===== config.mk =====
export PLATFORM = sky130hd
export DESIGN_NAME = dimm_rowcalc
export DESIGN_NICKNAME = d
export VERILOG_FILES = /design/src/rtl/rc_pkg.sv /design/src/rtl/rc_side_decode.sv /design/src/rtl/rc_slot_check.sv /design/src/rtl/rc_seq.sv /design/src/rtl/rc_row_regs.sv /design/src/rtl/dimm_rowcalc.sv
export SDC_FILE = /design/constraint.sdc
export NUM_CORES = 1
export LEC_CHECK = 0
export ABC_CLOCK_PERIOD_IN_PS = 4200
export CORE_ASPECT_RATIO = 0.7
export CORE_MARGIN = 2
export CORE_UTILIZATION = 60
export CTS_CLUSTER_DIAMETER = 50
export DETAILED_ROUTE_END_ITERATION = 16
export DONT_BUFFER_PORTS = 1
export PLACE_DENSITY = 0.74
export SLEW_MARGIN = 15
export SYNTH_ARGS = -nofsm -noshare
export SYNTH_HDL_FRONTEND = slang
export SYNTH_SLANG_ARGS = --single-unit

===== constraint.sdc =====
create_clock -name clk -period 4.2 [get_ports clk]
set_clock_uncertainty 0.1 [all_clocks]
set_input_delay 0.63 -clock clk [delete_from_list [all_inputs] [get_ports clk]]
set_output_delay 0.63 -clock clk [all_outputs]
set_load 0.03 [all_outputs]

===== src/rtl/rc_pkg.sv =====
package rc_pkg;
  localparam int unsigned BYTE_W = 8;

  localparam logic [7:0] SDR_TYPE   = 8'h04;
  localparam logic [7:0] CYC_OK     = 8'h75;
  localparam logic [7:0] ACC_OK     = 8'h54;
  localparam logic [7:0] EMPTY_ATTR = 8'hFF;

  // reason codes, ordered as seen at the port
  typedef enum logic [2:0] {
    FAULT_NONE   = 3'd0,
    FAULT_BANKS  = 3'd1,
    FAULT_TIMING = 3'd2,
    FAULT_SIZE   = 3'd3,
    FAULT_PAGE   = 3'd4
  } fault_e;

  typedef struct packed {
    logic       fatal;
    fault_e     fault;
    logic [7:0] inc_a;   // side-1 contribution, 32 MB units
    logic [7:0] inc_b;   // side-2 contribution, 32 MB units
    logic [7:0] attr;
  } slot_res_t;
endpackage


===== src/rtl/rc_side_decode.sv =====
module rc_side_decode
  import rc_pkg::*;
#(
  parameter int unsigned DW = BYTE_W
) (
  input  logic [DW-1:0] density,
  input  logic          dual,
  output logic [DW-1:0] side_a_w,
  output logic [DW-1:0] side_b_w,
  output logic          asym
);
  logic [DW-1:0] rest;
  logic [DW-1:0] b_raw;

  always_comb begin
    side_a_w = '0;
    // ascending scan: the highest set bit is the last one to win
    for (int i = 0; i < DW; i++) begin
      if (density[i]) side_a_w = {{(DW-1){1'b0}}, 1'b1} << i;
    end
    rest = density & ~side_a_w;
    if (!dual)                b_raw = '0;
    else if (rest == '0)      b_raw = side_a_w;
    else if ($onehot(rest))   b_raw = rest;
    else                      b_raw = '0;
    asym     = dual && (b_raw != '0) && (b_raw != side_a_w);
    side_b_w = asym ? '0 : b_raw;
  end
endmodule


===== src/rtl/rc_slot_check.sv =====
module rc_slot_check
  import rc_pkg::*;
(
  input  logic [7:0] mem_type,
  input  logic [7:0] density,
  input  logic [7:0] banks,
  input  logic [7:0] cols,
  input  logic [7:0] width,
  input  logic [7:0] cycle,
  input  logic [7:0] access,
  output slot_res_t  res
);
  logic        populated;
  logic        dual;
  logic        asym;
  logic [7:0]  wa;
  logic [7:0]  wb;
  logic [9:0]  mb_a;
  logic [9:0]  mb_b;
  logic        timing_bad;
  logic        size_bad;
  logic        banks_bad;
  logic        page_bad;
  logic [39:0] page_kb;
  logic [1:0]  page_idx;
  fault_e      fault;

  always_comb dual = banks > 8'd1;

  rc_side_decode #(.DW(BYTE_W)) u_side (
    .density  (density),
    .dual     (dual),
    .side_a_w (wa),
    .side_b_w (wb),
    .asym     (asym)
  );

  always_comb begin
    populated  = (mem_type == SDR_TYPE);
    timing_bad = (cycle != CYC_OK) || (access != ACC_OK);
    mb_a       = {wa, 2'b00};
    mb_b       = {wb, 2'b00};
    size_bad   = (mb_a < 10'd32) || (mb_a > 10'd256);
    banks_bad  = (banks != 8'd1) && (banks != 8'd2);

    page_kb  = ({32'd0, width} << cols[4:0]) >> 13;
    page_bad = 1'b0;
    page_idx = 2'd0;
    case (page_kb)
      40'd2:   page_idx = 2'd0;
      40'd4:   page_idx = 2'd1;
      40'd8:   page_idx = 2'd2;
      40'd16:  page_idx = 2'd3;
      default: page_bad = 1'b1;
    endcase
    if (|cols[7:5]) page_bad = 1'b1;

    fault = FAULT_NONE;
    if (populated) begin
      if (timing_bad)      fault = FAULT_TIMING;
      else if (size_bad)   fault = FAULT_SIZE;
      else if (banks_bad)  fault = FAULT_BANKS;
      else if (page_bad)   fault = FAULT_PAGE;
    end

    res.fault = fault;
    res.fatal = (fault != FAULT_NONE);
    if (populated) begin
      res.inc_a = 8'(mb_a >> 5);
      res.inc_b = 8'(mb_b >> 5);
      res.attr  = (banks == 8'd1) ? {4'hF, 2'b00, page_idx}
                                  : {2'b00, page_idx, 2'b00, page_idx};
    end else begin
      res.inc_a = '0;
      res.inc_b = '0;
      res.attr  = EMPTY_ATTR;
    end
  end

  // an unequal pair never survives as a second side
  always_comb begin
    if (asym) a_r4_asym_dropped: assert (side_b_eq_zero_or_a(wa, wb));
  end

  function automatic logic side_b_eq_zero_or_a(input logic [7:0] a, input logic [7:0] b);
    return (b == 8'd0) || (b == a);
  endfunction
endmodule


===== src/rtl/rc_seq.sv =====
module rc_seq
  import rc_pkg::*;
(
  input  logic   clk,
  input  logic   rst_n,
  input  logic   slot_valid,
  input  logic   fatal,
  input  fault_e fault,
  output logic   load_a,
  output logic   load_b,
  output logic   done,
  output logic   err,
  output fault_e err_code
);
  logic   slot_q, slot_d;
  logic   done_q, done_d;
  logic   err_q, err_d;
  fault_e code_q, code_d;
  logic   take;

  always_comb begin
    take   = slot_valid && !done_q && !err_q;
    slot_d = slot_q;
    done_d = done_q;
    err_d  = err_q;
    code_d = code_q;
    load_a = 1'b0;
    load_b = 1'b0;
    if (take) begin
      if (fatal) begin
        err_d  = 1'b1;
        code_d = fault;
      end else if (!slot_q) begin
        load_a = 1'b1;
        slot_d = 1'b1;
      end else begin
        load_b = 1'b1;
        done_d = 1'b1;
      end
    end
  end

  always_ff @(posedge clk or negedge rst_n) begin
    if (!rst_n) begin
      slot_q <= 1'b0;
      done_q <= 1'b0;
      err_q  <= 1'b0;
      code_q <= FAULT_NONE;
    end else if (take) begin
      slot_q <= slot_d;
      done_q <= done_d;
      err_q  <= err_d;
      code_q <= code_d;
    end
  end

  assign done     = done_q;
  assign err      = err_q;
  assign err_code = code_q;

  a_r10_err_sticky: assert property (@(posedge clk) disable iff (!rst_n)
    err_q |=> err_q && $stable(code_q));
  a_r10_no_done_on_err: assert property (@(posedge clk) disable iff (!rst_n)
    !(err_q && done_q));
  a_r9_code_set: assert property (@(posedge clk) disable iff (!rst_n)
    err_q |-> code_q != FAULT_NONE);
  a_r11_done_after_slot0: assert property (@(posedge clk) disable iff (!rst_n)
    $rose(done_q) |-> $past(slot_q));
endmodule


===== src/rtl/rc_row_regs.sv =====
module rc_row_regs
  import rc_pkg::*;
#(
  parameter int unsigned N_BOUND = 6
) (
  input  logic                          clk,
  input  logic                          rst_n,
  input  logic                          load_a,
  input  logic                          load_b,
  input  logic [7:0]                    inc_a,
  input  logic [7:0]                    inc_b,
  input  logic [7:0]                    attr,
  output logic [N_BOUND-1:0][BYTE_W-1:0] bound,
  output logic [1:0][BYTE_W-1:0]         attr_o
);
  localparam int unsigned N_SPARE = N_BOUND - 4;

  logic [3:0][7:0] b_q, b_d;
  logic [1:0][7:0] a_q, a_d;
  logic [7:0]      top_d;

  always_comb begin
    b_d   = b_q;
    a_d   = a_q;
    top_d = b_q[1] + inc_a + inc_b;
    if (load_a) begin
      b_d[0] = inc_a;
      b_d[1] = inc_a + inc_b;
      a_d[0] = attr;
    end
    if (load_b) begin
      b_d[2] = b_q[1] + inc_a;
      b_d[3] = top_d;
      a_d[1] = attr;
    end
  end

  always_ff @(posedge clk or negedge rst_n) begin
    if (!rst_n) begin
      b_q <= '0;
      a_q <= '0;
    end else if (load_a || load_b) begin
      b_q <= b_d;
      a_q <= a_d;
    end
  end

  assign bound[3:0] = b_q;
  assign attr_o     = a_q;

  for (genvar g = 0; g < N_SPARE; g++) begin : g_spare
    logic [7:0] sp_q;
    always_ff @(posedge clk or negedge rst_n) begin
      if (!rst_n)      sp_q <= '0;
      else if (load_b) sp_q <= top_d;
    end
    assign bound[4+g] = sp_q;

    a_r7_spare_copy: assert property (@(posedge clk) disable iff (!rst_n)
      load_b |=> sp_q == b_q[3]);
  end

  a_r7_chain: assert property (@(posedge clk) disable iff (!rst_n)
    load_b |=> (b_q[3] >= b_q[2]) && (b_q[2] >= b_q[1]));
endmodule


===== src/rtl/dimm_rowcalc.sv =====
module dimm_rowcalc
  import rc_pkg::*;
#(
  parameter int unsigned N_BOUND = 6
) (
  input  logic                 clk,
  input  logic                 rst_n,
  input  logic                 slot_valid,
  input  logic [7:0]           spd_mem_type,
  input  logic [7:0]           spd_density,
  input  logic [7:0]           spd_banks,
  input  logic [7:0]           spd_cols,
  input  logic [7:0]           spd_width,
  input  logic [7:0]           spd_cycle,
  input  logic [7:0]           spd_access,
  output logic [N_BOUND*8-1:0] row_bound,
  output logic [15:0]          row_attr,
  output logic                 done,
  output logic                 err,
  output logic [2:0]           err_code
);
  logic [1:0]                    rst_sync;
  logic                          rst_int_n;
  slot_res_t                     res;
  logic                          load_a;
  logic                          load_b;
  fault_e                        code;
  logic [N_BOUND-1:0][BYTE_W-1:0] bound;
  logic [1:0][BYTE_W-1:0]         attr_w;

  always_ff @(posedge clk or negedge rst_n) begin
    if (!rst_n) rst_sync <= 2'b00;
    else        rst_sync <= {rst_sync[0], 1'b1};
  end
  assign rst_int_n = rst_sync[1];

  rc_slot_check u_check (
    .mem_type (spd_mem_type),
    .density  (spd_density),
    .banks    (spd_banks),
    .cols     (spd_cols),
    .width    (spd_width),
    .cycle    (spd_cycle),
    .access   (spd_access),
    .res      (res)
  );

  rc_seq u_seq (
    .clk        (clk),
    .rst_n      (rst_int_n),
    .slot_valid (slot_valid),
    .fatal      (res.fatal),
    .fault      (res.fault),
    .load_a     (load_a),
    .load_b     (load_b),
    .done       (done),
    .err        (err),
    .err_code   (code)
  );

  rc_row_regs #(.N_BOUND(N_BOUND)) u_regs (
    .clk    (clk),
    .rst_n  (rst_int_n),
    .load_a (load_a),
    .load_b (load_b),
    .inc_a  (res.inc_a),
    .inc_b  (res.inc_b),
    .attr   (res.attr),
    .bound  (bound),
    .attr_o (attr_w)
  );

  assign row_bound = bound;
  assign row_attr  = attr_w;
  assign err_code  = code;

  a_r11_frozen: assert property (@(posedge clk) disable iff (!rst_int_n)
    done |=> $stable(row_bound) && $stable(row_attr));
  a_r10_frozen_on_err: assert property (@(posedge clk) disable iff (!rst_int_n)
    err |=> $stable(row_bound) && $stable(row_attr));
endmodule


==> results.sh <==
export IMPL_run_status="finished with violations"
export IMPL_failing_checks="negative setup slack"
export IMPL_post_synth_main_area_contributors="sky130_fd_sc_hd__dfrtp_1, sky130_fd_sc_hd__ha_1, sky130_fd_sc_hd__buf_4, sky130_fd_sc_hd__nand2_1, sky130_fd_sc_hd__fa_1"
export IMPL_drt_wl_total_mm=11.9
export IMPL_grt_pass1_vias=3624
export IMPL_worst_slack_ns=-2.03
export IMPL_total_of_flip_flops_plus_latches_after_synthesis=46
export IMPL_boundaryPins=128
export IMPL_timing_hold_worst_class="flip-flop to flip-flop"
export IMPL_fp_dieH_um=74.6
export IMPL_most_frequently_used_flop_master_after_synthesis="sky130_fd_sc_hd__dfrtp_1"
export IMPL_utilization=0.683
export IMPL_timing_critical_path_to_type="flip-flop"
export IMPL_sequential_share_of_the_synthesized_area=0.269
export IMPL_power_ir_vdd_worst_uv=219
export IMPL_power_per_cell_area_nw_per_um2=269
export IMPL_cpMostUsedCell="sky130_fd_sc_hd__a21o_1"
export IMPL_floorplan_die_area_um2=7830
export IMPL_core_area_um2=6820
export IMPL_grt_first_pass_wirelength_mm=19.0
export IMPL_fp_dieW_um=105
export IMPL_cts_root_buf="sky130_fd_sc_hd__clkbuf_8"
export IMPL_post_layout_total_power_w=0.00126
export IMPL_cell_at_the_slowest_stage_of_the_critical_path="sky130_fd_sc_hd__fa_1"
export IMPL_synthCells=478
export IMPL_synth_cell_type_count=79
export IMPL_final_max_slew_violation_count=0
export IMPL_maxClockFrequency_mhz=161
export IMPL_whs_path_cells=0
export IMPL_timing_critical_path_slowest_cell_delay_ns=0.53
export IMPL_critical_path_class="input port to flip-flop"
export IMPL_setup_worst_path_start_class="input port"
export IMPL_cts_num_sinks=46
export IMPL_asyncSetResetFlopFracSynth=1.00
export IMPL_critical_path_n_buffers_inverters=4
export IMPL_remaining_drc_errors=0
export IMPL_finalWorstPathRequiredPeriod_ns=6.23
export IMPL_ant_nets=0
export IMPL_timing_hold_worst_start="rst_sync[0]"
export IMPL_nFillCells=541
export IMPL_globalRoute_totalOverflow=0
export IMPL_min_delay_worst_endpoint="rst_sync[1]"
export IMPL_numCtsBuffers=5
export IMPL_arrival_time_worst_endpoint_ns=6.34
export IMPL_start_util=0.627
export IMPL_synth_top_cell_by_area="sky130_fd_sc_hd__dfrtp_1"
export IMPL_antenna_violations_before_repair=0
export IMPL_max_slew_worst_pin_slew_ns=0.991
export IMPL_final_area_um2=4660
export IMPL_critical_path_top_delay_family="adder cells"
export IMPL_routed_via_density=6.65
export IMPL_cap_viol_max_count=0
export IMPL_yosys_warnings=0
export IMPL_cts_root_to_sink_buffers=2
export IMPL_finalSetupViolations=14
export IMPL_clock_tree_htree_level_count=2
export IMPL_std_cell_rows=25
export IMPL_via_count=3837
export IMPL_dp_final_hpwl_mm=8.91
export IMPL_first_iter_violations=279
export IMPL_rsz_0062_raised_after_global_routing="yes"
export IMPL_final_estimated_routing_congestion_in_global_placement=0.910
export IMPL_synth_top_cell_area_share=0.269
export IMPL_synth_edff_count=0
export IMPL_leakage_nw=1.97
export IMPL_drt_wirelength_per_cell_um=20.7
export IMPL_detailedRoute_firstPassIterationCount=5
export IMPL_dpl_worst_slack_ns=-2.31
export IMPL_grt_max_degree=45
export IMPL_cts_tree="built"
export IMPL_detailed_place_area_um2=4390
export IMPL_reg2reg_to="u_regs.bound[30]"
export IMPL_layout_drive_gt1_share=0.217
export IMPL_post_synthesis_cell_area_um2=4270
export IMPL_timing_reg2reg_setup_slack_ns=1.16
export IMPL_mean_post_synth_cell_area_um2=8.94
export IMPL_r2r_worst_path_cells=10
export IMPL_critical_path_required_ns=4.31
export IMPL_global_route_usage_total=0.309
export IMPL_place_port_buffers=0
export IMPL_antenna_cells_inserted=0
export IMPL_clk_pin_slew_ns=0.09
export IMPL_layout_worst_path_cycle_share=1.48
export IMPL_num_nets_final=567
export IMPL_critical_path_reg2reg_startpoint="u_regs.bound[8]"
export IMPL_clk_latency_worst_skew_pair_ns=0.30
export IMPL_timing_final_hold_violations=0
export IMPL_worst_slew_margin_rel=0.339
export IMPL_critical_path_max_fanout=8
export IMPL_whs_ns=0.256
export IMPL_synthToLayoutAreaGrowth_pct=9.05
synthesized netlist by cell type, types with 10 or more instances:
library cell and n:
sky130_fd_sc_hd__nor2b_1 13, sky130_fd_sc_hd__inv_1 19, sky130_fd_sc_hd__o21ai_0 14, sky130_fd_sc_hd__ha_1 20
sky130_fd_sc_hd__nor2_1 27, sky130_fd_sc_hd__nand2_1 48, sky130_fd_sc_hd__buf_4 32, sky130_fd_sc_hd__a21oi_1 17
sky130_fd_sc_hd__nand3_1 13, sky130_fd_sc_hd__a21o_1 11, sky130_fd_sc_hd__clkbuf_1 10, sky130_fd_sc_hd__dfrtp_1 46
kinds of logic after synthesis:
group                      after synthesis  share of synthesized area
and+or+nand+nor                        181                      0.234
muxes                                   17                     0.0600
other                                    2                    0.00176
DFF                                     46                      0.269
buffers and inverters                   68                     0.0957
AOI/OAI and AO/OA                      124                      0.223
xor gates and xnor gates                14                     0.0287
adders and majority gates               26                     0.0867
registers in the layout, summed over array words and instances, names as in the netlist:
signal	cells
u_seq.err	1
u_regs.attr_o	12
u_seq.slot_q	1
u_regs.g_spare.sp_q	1
u_regs.bound	25
u_seq.done	1
u_seq.err_code	3
rst_sync	2
timing repair:
action | 4_1_cts | 5_1_grt
setup buffers | 9 | 1
endpoints found under the setup margin | 14 | 14
gates resized for setup | 16 | 2
hold buffers | 1 | 0
endpoints found under the hold margin | 2 | 0
pin swaps | 13 | 2
through the flow:
stage / TNS [ns] / instances
3_3_place_gp: -25.36 / 559
3_5_place_dp: -27.28 / 559
6_report: -22.89 / 577
5_1_grt: -25.80 / 577
2_1_floorplan: -24.30 / 483
4_1_cts: -22.19 / 576
power breakdown:
part,switching [W],internal (W),total [W]
clock,0.000157,0.000133,0.000290
sequential,0.000175,0.000477,0.000652
combinational,0.000164,0.000149,0.000313
total,0.000496,0.000760,0.00126
placed cells by master, fill, tap and decap left out, types with 7 or more instances in the layout:
cell type / count
sky130_fd_sc_hd__a21o_1: 11
sky130_fd_sc_hd__buf_4: 38
sky130_fd_sc_hd__nand2b_1: 7
sky130_fd_sc_hd__inv_1: 18
sky130_fd_sc_hd__mux2_4: 7
sky130_fd_sc_hd__o22ai_1: 9
sky130_fd_sc_hd__ha_1: 15
sky130_fd_sc_hd__nand2_1: 46
sky130_fd_sc_hd__o22a_1: 8
sky130_fd_sc_hd__nor3_1: 9
sky130_fd_sc_hd__o31ai_1: 8
sky130_fd_sc_hd__conb_1: 7
sky130_fd_sc_hd__nand3_1: 13
sky130_fd_sc_hd__dfrtp_1: 45
sky130_fd_sc_hd__nor2b_1: 13
sky130_fd_sc_hd__a21oi_1: 11
sky130_fd_sc_hd__o21ai_0: 11
sky130_fd_sc_hd__nor3b_1: 9
sky130_fd_sc_hd__nor2_1: 26
sky130_fd_sc_hd__xnor2_1: 7
layer usage:
layer	vias up	routed length (um)	track usage
li1	1754	-	-
met1	1840	5340	0.455
met2	228	5070	0.466
met3	15	1400	0.0823
met4	0	140	0.0593
met5	-	0	0
final cells by class:
cell class,instances,area (um2),share of cell area
multi-input combinational,369,2910,0.624
sequential,46,1150,0.247
timing repair buffer,41,318,0.0682
tap,94,118,0.0252
clock buffer,7,86.3,0.0185
inverter,19,71.3,0.0153
clock inverter,1,5.00,0.00107
worst max path at each step:
stage                            end      startpoint  cells past startpoint
floorplan           u_regs.bound[30]  spd_density[6]                     25
CTS                 u_regs.bound[30]  spd_density[5]                     25
global placement    u_regs.bound[30]  spd_density[5]                     25
finish              u_regs.bound[30]  spd_density[5]                     25
detailed placement  u_regs.bound[30]  spd_density[5]                     25
global route        u_regs.bound[30]  spd_density[5]                     25
No activity file was read; power rests on OpenSTA's default activity.
